## src/rtl/pvic_pkg.sv

```systemverilog
package pvic_pkg;
  localparam int VEC_SLOTS = 126;
  localparam logic [23:0] TBL_BASE = 24'h000004;
  localparam logic [23:0] ALT_OFFS = 24'(2 * VEC_SLOTS);

  typedef logic [2:0] prio_t;

  typedef struct packed {
    logic       req;
    logic [6:0] vec;
    prio_t      prio;
  } win_t;
endpackage

```

## src/rtl/pvic_regs.sv

```systemverilog
module pvic_regs #(
  parameter int N_SRC  = 16,
  parameter int N_TRAP = 8,
  parameter int AW     = 5
) (
  input  logic                  clk_i,
  input  logic                  rst_ni,
  input  logic [N_SRC-1:0]      irq_i,
  input  logic [N_TRAP-1:0]     trap_i,
  input  logic                  cfg_we_i,
  input  logic [AW-1:0]         cfg_addr_i,
  input  logic [7:0]            cfg_wdata_i,
  output logic [7:0]            cfg_rdata_o,
  input  logic [N_SRC-1:0]      clr_src_i,
  input  logic [N_TRAP-1:0]     clr_trap_i,
  output logic [N_SRC-1:0]      src_pend_o,
  output logic [N_SRC-1:0]      src_en_o,
  output logic [N_SRC-1:0][2:0] src_prio_o,
  output logic [N_TRAP-1:0]     trap_pend_o,
  output logic                  alt_o
);
  for (genvar i = 0; i < N_SRC; i++) begin : g_src
    logic sel;
    assign sel = cfg_we_i && (cfg_addr_i == AW'(i));

    always_ff @(posedge clk_i or negedge rst_ni) begin
      if (!rst_ni) begin
        src_pend_o[i] <= 1'b0;
        src_en_o[i]   <= 1'b0;
        src_prio_o[i] <= '0;
      end else begin
        src_pend_o[i] <= (src_pend_o[i] & ~clr_src_i[i]) | irq_i[i];
        if (sel) begin
          src_en_o[i]   <= cfg_wdata_i[0];
          src_prio_o[i] <= cfg_wdata_i[3:1];
        end
      end
    end

    assert_pend_set_R2: assert property (@(posedge clk_i) disable iff (!rst_ni)
      irq_i[i] |=> src_pend_o[i]);
    assert_pend_sticky_R10: assert property (@(posedge clk_i) disable iff (!rst_ni)
      src_pend_o[i] && !clr_src_i[i] |=> src_pend_o[i]);
  end

  always_ff @(posedge clk_i or negedge rst_ni) begin
    if (!rst_ni) begin
      trap_pend_o <= '0;
      alt_o       <= 1'b0;
    end else begin
      trap_pend_o <= (trap_pend_o & ~clr_trap_i) | trap_i;
      if (cfg_we_i && cfg_addr_i == AW'(N_SRC)) alt_o <= cfg_wdata_i[0];
    end
  end

  always_comb begin
    cfg_rdata_o = '0;
    for (int i = 0; i < N_SRC; i++)
      if (cfg_addr_i == AW'(i))
        cfg_rdata_o = {3'b000, src_pend_o[i], src_prio_o[i], src_en_o[i]};
    if (cfg_addr_i == AW'(N_SRC)) cfg_rdata_o = {7'b0, alt_o};
  end

  assert_clr_onehot_R9: assert property (@(posedge clk_i) disable iff (!rst_ni)
    $onehot0({clr_src_i, clr_trap_i}));
endmodule

```

## src/rtl/pvic_arb.sv

```systemverilog
module pvic_arb
  import pvic_pkg::*;
#(
  parameter int N_SRC  = 16,
  parameter int N_TRAP = 8
) (
  input  logic [N_SRC-1:0]      src_pend_i,
  input  logic [N_SRC-1:0]      src_en_i,
  input  logic [N_SRC-1:0][2:0] src_prio_i,
  input  logic [N_TRAP-1:0]     trap_pend_i,
  input  prio_t                 cpu_ipl_i,
  output win_t                  win_o
);
  always_comb begin
    win_o = '0;
    // traps: scan high to low so the lowest number is kept
    for (int t = N_TRAP - 1; t >= 0; t--) begin
      if (trap_pend_i[t]) begin
        win_o.req  = 1'b1;
        win_o.vec  = 7'(t);
        win_o.prio = 3'd7;
      end
    end
    if (!win_o.req) begin
      // strict compare keeps the lower index on equal priority
      for (int s = 0; s < N_SRC; s++) begin
        if (src_pend_i[s] && src_en_i[s] && (src_prio_i[s] > cpu_ipl_i) &&
            (src_prio_i[s] > win_o.prio)) begin
          win_o.req  = 1'b1;
          win_o.vec  = 7'(N_TRAP + s);
          win_o.prio = src_prio_i[s];
        end
      end
    end
  end
endmodule

```

## src/rtl/pvic_vecout.sv

```systemverilog
module pvic_vecout
  import pvic_pkg::*;
#(
  parameter int N_SRC  = 16,
  parameter int N_TRAP = 8
) (
  input  logic              clk_i,
  input  logic              rst_ni,
  input  win_t              win_i,
  input  logic              alt_i,
  input  logic              ack_i,
  output logic              req_o,
  output logic [6:0]        vec_o,
  output logic [23:0]       addr_o,
  output prio_t             prio_o,
  output logic [N_SRC-1:0]  clr_src_o,
  output logic [N_TRAP-1:0] clr_trap_o
);
  logic take;
  assign take = req_o && ack_i;

  always_ff @(posedge clk_i or negedge rst_ni) begin
    if (!rst_ni) begin
      req_o  <= 1'b0;
      vec_o  <= '0;
      addr_o <= '0;
      prio_o <= '0;
    end else if (take) begin
      req_o <= 1'b0;
    end else if (!req_o) begin
      req_o  <= win_i.req;
      vec_o  <= win_i.vec;
      prio_o <= win_i.prio;
      addr_o <= TBL_BASE + (alt_i ? ALT_OFFS : 24'd0) + {16'd0, win_i.vec, 1'b0};
    end
  end

  for (genvar t = 0; t < N_TRAP; t++) begin : g_ctrap
    assign clr_trap_o[t] = take && (vec_o == 7'(t));
  end
  for (genvar s = 0; s < N_SRC; s++) begin : g_csrc
    assign clr_src_o[s] = take && (vec_o == 7'(N_TRAP + s));
  end

  assert_hold_R8: assert property (@(posedge clk_i) disable iff (!rst_ni)
    req_o && !ack_i |=> req_o && $stable(vec_o) && $stable(addr_o) && $stable(prio_o));
  assert_ack_drop_R9: assert property (@(posedge clk_i) disable iff (!rst_ni)
    req_o && ack_i |=> !req_o);
  assert_addr_span_R7: assert property (@(posedge clk_i) disable iff (!rst_ni)
    req_o |-> !addr_o[0] && addr_o >= TBL_BASE && addr_o < TBL_BASE + 24'(4 * VEC_SLOTS));
endmodule

```

## src/rtl/prio_vec_intc.sv

```systemverilog
module prio_vec_intc
  import pvic_pkg::*;
#(
  parameter int N_SRC  = 16,
  parameter int N_TRAP = 8,
  localparam int AW    = $clog2(N_SRC + 1)
) (
  input  logic              clk_i,
  input  logic              rst_ni,
  input  logic [N_SRC-1:0]  irq_i,
  input  logic [N_TRAP-1:0] trap_i,
  input  logic [2:0]        cpu_ipl_i,
  input  logic              cfg_we_i,
  input  logic [AW-1:0]     cfg_addr_i,
  input  logic [7:0]        cfg_wdata_i,
  output logic [7:0]        cfg_rdata_o,
  input  logic              ack_i,
  output logic              req_o,
  output logic [6:0]        vec_o,
  output logic [23:0]       addr_o,
  output logic [2:0]        prio_o
);
  logic [N_SRC-1:0]      src_pend, src_en, clr_src;
  logic [N_SRC-1:0][2:0] src_prio;
  logic [N_TRAP-1:0]     trap_pend, clr_trap;
  logic                  alt;
  win_t                  win;

  pvic_regs #(.N_SRC(N_SRC), .N_TRAP(N_TRAP), .AW(AW)) u_regs (
    .clk_i, .rst_ni, .irq_i, .trap_i,
    .cfg_we_i, .cfg_addr_i, .cfg_wdata_i, .cfg_rdata_o,
    .clr_src_i(clr_src), .clr_trap_i(clr_trap),
    .src_pend_o(src_pend), .src_en_o(src_en), .src_prio_o(src_prio),
    .trap_pend_o(trap_pend), .alt_o(alt)
  );

  pvic_arb #(.N_SRC(N_SRC), .N_TRAP(N_TRAP)) u_arb (
    .src_pend_i(src_pend), .src_en_i(src_en), .src_prio_i(src_prio),
    .trap_pend_i(trap_pend), .cpu_ipl_i(cpu_ipl_i), .win_o(win)
  );

  pvic_vecout #(.N_SRC(N_SRC), .N_TRAP(N_TRAP)) u_out (
    .clk_i, .rst_ni, .win_i(win), .alt_i(alt), .ack_i,
    .req_o, .vec_o, .addr_o, .prio_o,
    .clr_src_o(clr_src), .clr_trap_o(clr_trap)
  );

  assert_trap_first_R5: assert property (@(posedge clk_i) disable iff (!rst_ni)
    $rose(req_o) && $past(|trap_pend) |-> vec_o < 7'(N_TRAP));
  assert_above_ipl_R3: assert property (@(posedge clk_i) disable iff (!rst_ni)
    $rose(req_o) && vec_o >= 7'(N_TRAP) |-> prio_o > $past(cpu_ipl_i));
  assert_vec_range_R6: assert property (@(posedge clk_i) disable iff (!rst_ni)
    req_o |-> vec_o < 7'(N_TRAP + N_SRC));
endmodule

```

## config.mk

```make
export PLATFORM = sky130hd
export DESIGN_NAME = prio_vec_intc
export DESIGN_NICKNAME = d
export VERILOG_FILES = /design/src/rtl/pvic_pkg.sv /design/src/rtl/pvic_regs.sv /design/src/rtl/pvic_arb.sv /design/src/rtl/pvic_vecout.sv /design/src/rtl/prio_vec_intc.sv
export SDC_FILE = /design/constraint.sdc
export NUM_CORES = 1
export LEC_CHECK = 0
export BUFFER_PORTS_ARGS = -buffer_cell sky130_fd_sc_hd__buf_2
export CAP_MARGIN = 20
export CORE_MARGIN = 1.5
export CORE_UTILIZATION = 40
export CTS_CLUSTER_SIZE = 20
export DETAILED_ROUTE_END_ITERATION = 8
export HOLD_SLACK_MARGIN = 0.15
export PLACE_DENSITY_LB_ADDON = 0.05
export SYNTH_ARGS = -nofsm -noshare
export SYNTH_HDL_FRONTEND = slang
export SYNTH_SLANG_ARGS = --single-unit
```

## constraint.sdc

```tcl
create_clock -name clk_i -period 26.8 [get_ports clk_i]
set_input_delay 8.04 -clock clk_i [delete_from_list [all_inputs] [get_ports clk_i]]
set_output_delay 8.04 -clock clk_i [all_outputs]
set_load 0.01 [all_outputs]
```

==> flow_summary.toml <==
[status]
status = "finished with violations"
violations = "setup timing"

[yosys]
netlist_instances = 931
syn_area_um2 = 8510
muxShareOfSynthArea_pct = 9.65
synthSimpleGateAreaFrac_pct = 17.9
yosys_warnings = 0
synthDistinctLibCells = 87
ys_seq_elements = 105
yosysTopAreaCell = "dfrtp_1"
synth-compound-area-share_pct = 23.6
synthTopCellsByCount = "105 x dfrtp_1, 100 x nand2_1, 81 x ha_1"
synth_edf_count = 0
synth_top_family_by_area = "compound AO/OA/AOI/OAI gates"
synth_xor_area_share_pct = 0.309
ys_top_cells_by_area = "dfrtp_1 31%, ha_1 12%, mux2_2 9.1%"
synth.top_cell.area_share_pct = 30.9
synthAdderAreaFrac_pct = 12.6
avgSynthCellArea_um2 = 9.14
ys_seq_area_share_pct = 30.9
async_reset_ff_share_pct = 100
yosysMostFrequentCell = "dfrtp_1"
ys.flop_type = "dfrtp_1"

[worst_hold_path]
worstHoldStart = "u_out.addr_o[5]"
hp-class = "reg -> reg"
min_path_cells = 2
hold_path_end = "u_out.addr_o[5]"

[setup_path]
cp_max_fo = 5
cpMaxStageDelayCell = "fa_2"
reg2reg_slack_ps = 6200
crit_top_cell = "ha_4"
rr_worst_depth = 124
cp.arrival_ps = 27420
crit_type = "in -> reg"
r2r_end = "u_out.addr_o[7]"
critical_path_buf_inv_count = 8
required_ps = 27020
cpPeakStageDelay_ps = 380
cpLargestDelayFamily = "compound AO/OA/AOI/OAI gates"
cp-start-kind = "primary input"
worst_setup_path_end_kind = "flop"
rr_startpoint = "u_regs.trap_pend_o[4]"

[route]
routed_wl_um = 27400
drc = 0
dr.pass1.iters = 5
first_iter_violations = 320
wl_per_cell_um = 19.4
via_count = 7873
via_per_inst = 5.59
ant_nets = 0

[clock_tree]
cts_tree = "done"
cts_max_path_buffers = 2
root_buffer = "clkbuf_16"
cts_sinks = 105
clk_pin_slew_ps = 80
cts-buffers-inserted = 9
h-tree-depth = 3
clock_latency_ps = 360

[sta]
setup_tns_ps = -1660
setup_viol = 5
tightest_slew_ps = 1060
hold_slack_ps = 493
fmax_ghz = 0.0368
report.final.hold_viol_count = 0
rsz0062_at_grt = "yes"
period_share_pct = 102
relSlewSlack_pct = 29.0
slew_viol_final = 0
skew_ps = 12.1
period_minus_slack_ps = 27200
fin_ws_ps = -402

[global_routing]
grt_first_pass_wirelength_um = 42800
grt_use_total_pct = 25.0
grt_pass1_vias = 7696
grt_max_degree = 59
grt-ovfl-total = 0
antenna_found_initial = 2

[floorplan]
die-width_um = 149
fp.dieArea_um2 = 22200
start_util_pct = 40.6
core_um2 = 21000
num_io_pins = 87
die_height_um = 149
rows = 53

[pwr]
combPwrFrac_pct = 35.4
power_density_nw_per_um2 = 50.2
switchingPower_w = 0.000206
pwr-share-seq_pct = 39.3
swShare_pct = 36.8
p_clk_share_pct = 25.3
leakagePower_nw = 4.98
worst_ir_drop_vdd_v = 0.0000437
p_int_w = 0.000353

[place]
portBuffers = 61
dp.final_hpwl_um = 20700
placed_cells = 1336
place_area_um2 = 9900
place.gp.congestion = 0.847

[final_layout]
finalNetCount = 1254
stdcell_count = 1409
syn_to_final_growth_pct = 30.8
drive_gt1_share_pct = 38.0
utilization_pct = 53.1
finish.instance_area_um2 = 11100
nFillCells = 1985

[job]
cap_violations = 0
-- area by class of cell --
| class | count | area, µm² | share of cell area (%) |
|---|---|---|---|
| repair buffers | 203 | 1410 | 12.6 |
| well taps | 275 | 344 | 3.09 |
| diodes | 1 | 2.50 | 0.0225 |
| multi-input cells | 755 | 6230 | 55.9 |
| clock buffers | 9 | 225 | 2.02 |
| flip-flops and latches | 105 | 2630 | 23.6 |
| inverters | 54 | 210 | 1.89 |
| clock inverters | 7 | 86.3 | 0.776 |
-- cell families after synthesis --
| group | after synthesis |
|---|---|
| AO/OA/AOI/OAI | 271 |
| XOR/XNOR | 3 |
| flip-flops | 105 |
| buffers and inverters | 91 |
| AND/OR/NAND/NOR | 301 |
| other | 1 |
| adder cells (fa/ha/maj) | 86 |
| multiplexers | 73 |
-- cells in the final DEF (no fill, tap or decap), drive strengths merged, types with 5 or more instances in the layout --
cell type and instances:
a21oi 51, nand2 100, or2 6, buf 203, clkbuf 9, a22oi 23, conb 21, nor2 53
o21a 9, and3 5, a32oi 5, o21ai 52, and4 5, o31ai 8, a21boi 7, ha 81
inv 55, o221ai 6, and2 9, a31oi 10, nand2b 19, nor3 23, a22o 8, nand3 31
nor4 6, a221oi 5, nand3b 10, a211oi 6, dfrtp 105, a31o 5, nor2b 7, o211ai 13
nand4 13, a311oi 5, a21o 26, mux2 69, or3 6
-- stage by stage --
stage	total power (W)	setup slack (ps)
floorplan	0.000325	8.39
global placement	0.000381	-1270
detailed placement	0.000384	-1350
CTS	0.000544	-457
global route	0.000595	-1670
finish	0.000559	-402
-- routing by layer --
metal	vias to the layer above	global-route usage, %	wire length, µm
li1	3857	-	-
met1	3838	35.4	13200
met2	155	40.7	12800
met3	21	3.21	955
met4	2	5.59	369
met5	-	0	7
-- worst register-to-register path: cells and delay by family, from the launching register on --
family	cells	cell delay, ps
AOI/OAI and AO/OA	49	7760
and+or+nand+nor	44	5260
buffers and inverters	7	730
adders and majority gates	21	5570
muxes	2	600
xor gates and xnor gates	1	140
DFF	1	420
-- power by group through the flow --
stage	combinational, W	sequential, W	clock [W]
finish	0.000198	0.000220	0.000141
global route	0.000222	0.000223	0.000150
CTS	0.000181	0.000217	0.000145
detailed placement	0.000164	0.000220	0
global placement	0.000162	0.000220	0
floorplan	0.000120	0.000205	0
-- state kept, by name, indices dropped and copies added (netlist names) --
signal              flops
u_out.vec_o             4
u_regs.src_en_o        16
u_regs.src_prio_o      48
u_regs.alt_o            1
u_out.req_o             1
u_regs.trap_pend_o      8
u_regs.src_pend_o      16
u_out.prio_o            3
u_out.addr_o            8
-- how the worst max path moves through the flow --
stage,slack (ps),start,to,cells after the start
3_5_place_dp,-1350,cpu_ipl_i[1],u_out.addr_o[8],123
6_report,-400,cpu_ipl_i[1],u_out.addr_o[7],123
5_1_grt,-1670,cpu_ipl_i[1],u_out.addr_o[7],124
4_1_cts,-460,cpu_ipl_i[1],u_out.addr_o[7],121
2_1_floorplan,8,cpu_ipl_i[2],u_out.addr_o[7],120
3_3_place_gp,-1270,cpu_ipl_i[1],u_out.addr_o[8],122
-- what timing repair did --
item / CTS / global route
endpoints found under the setup margin: 7 / 16
setup buffers: 46 / 14
gates resized for setup: 35 / 68
hold buffers: 0 / 0
pin swaps: 69 / 35
Power figures use the tool's default switching activity.
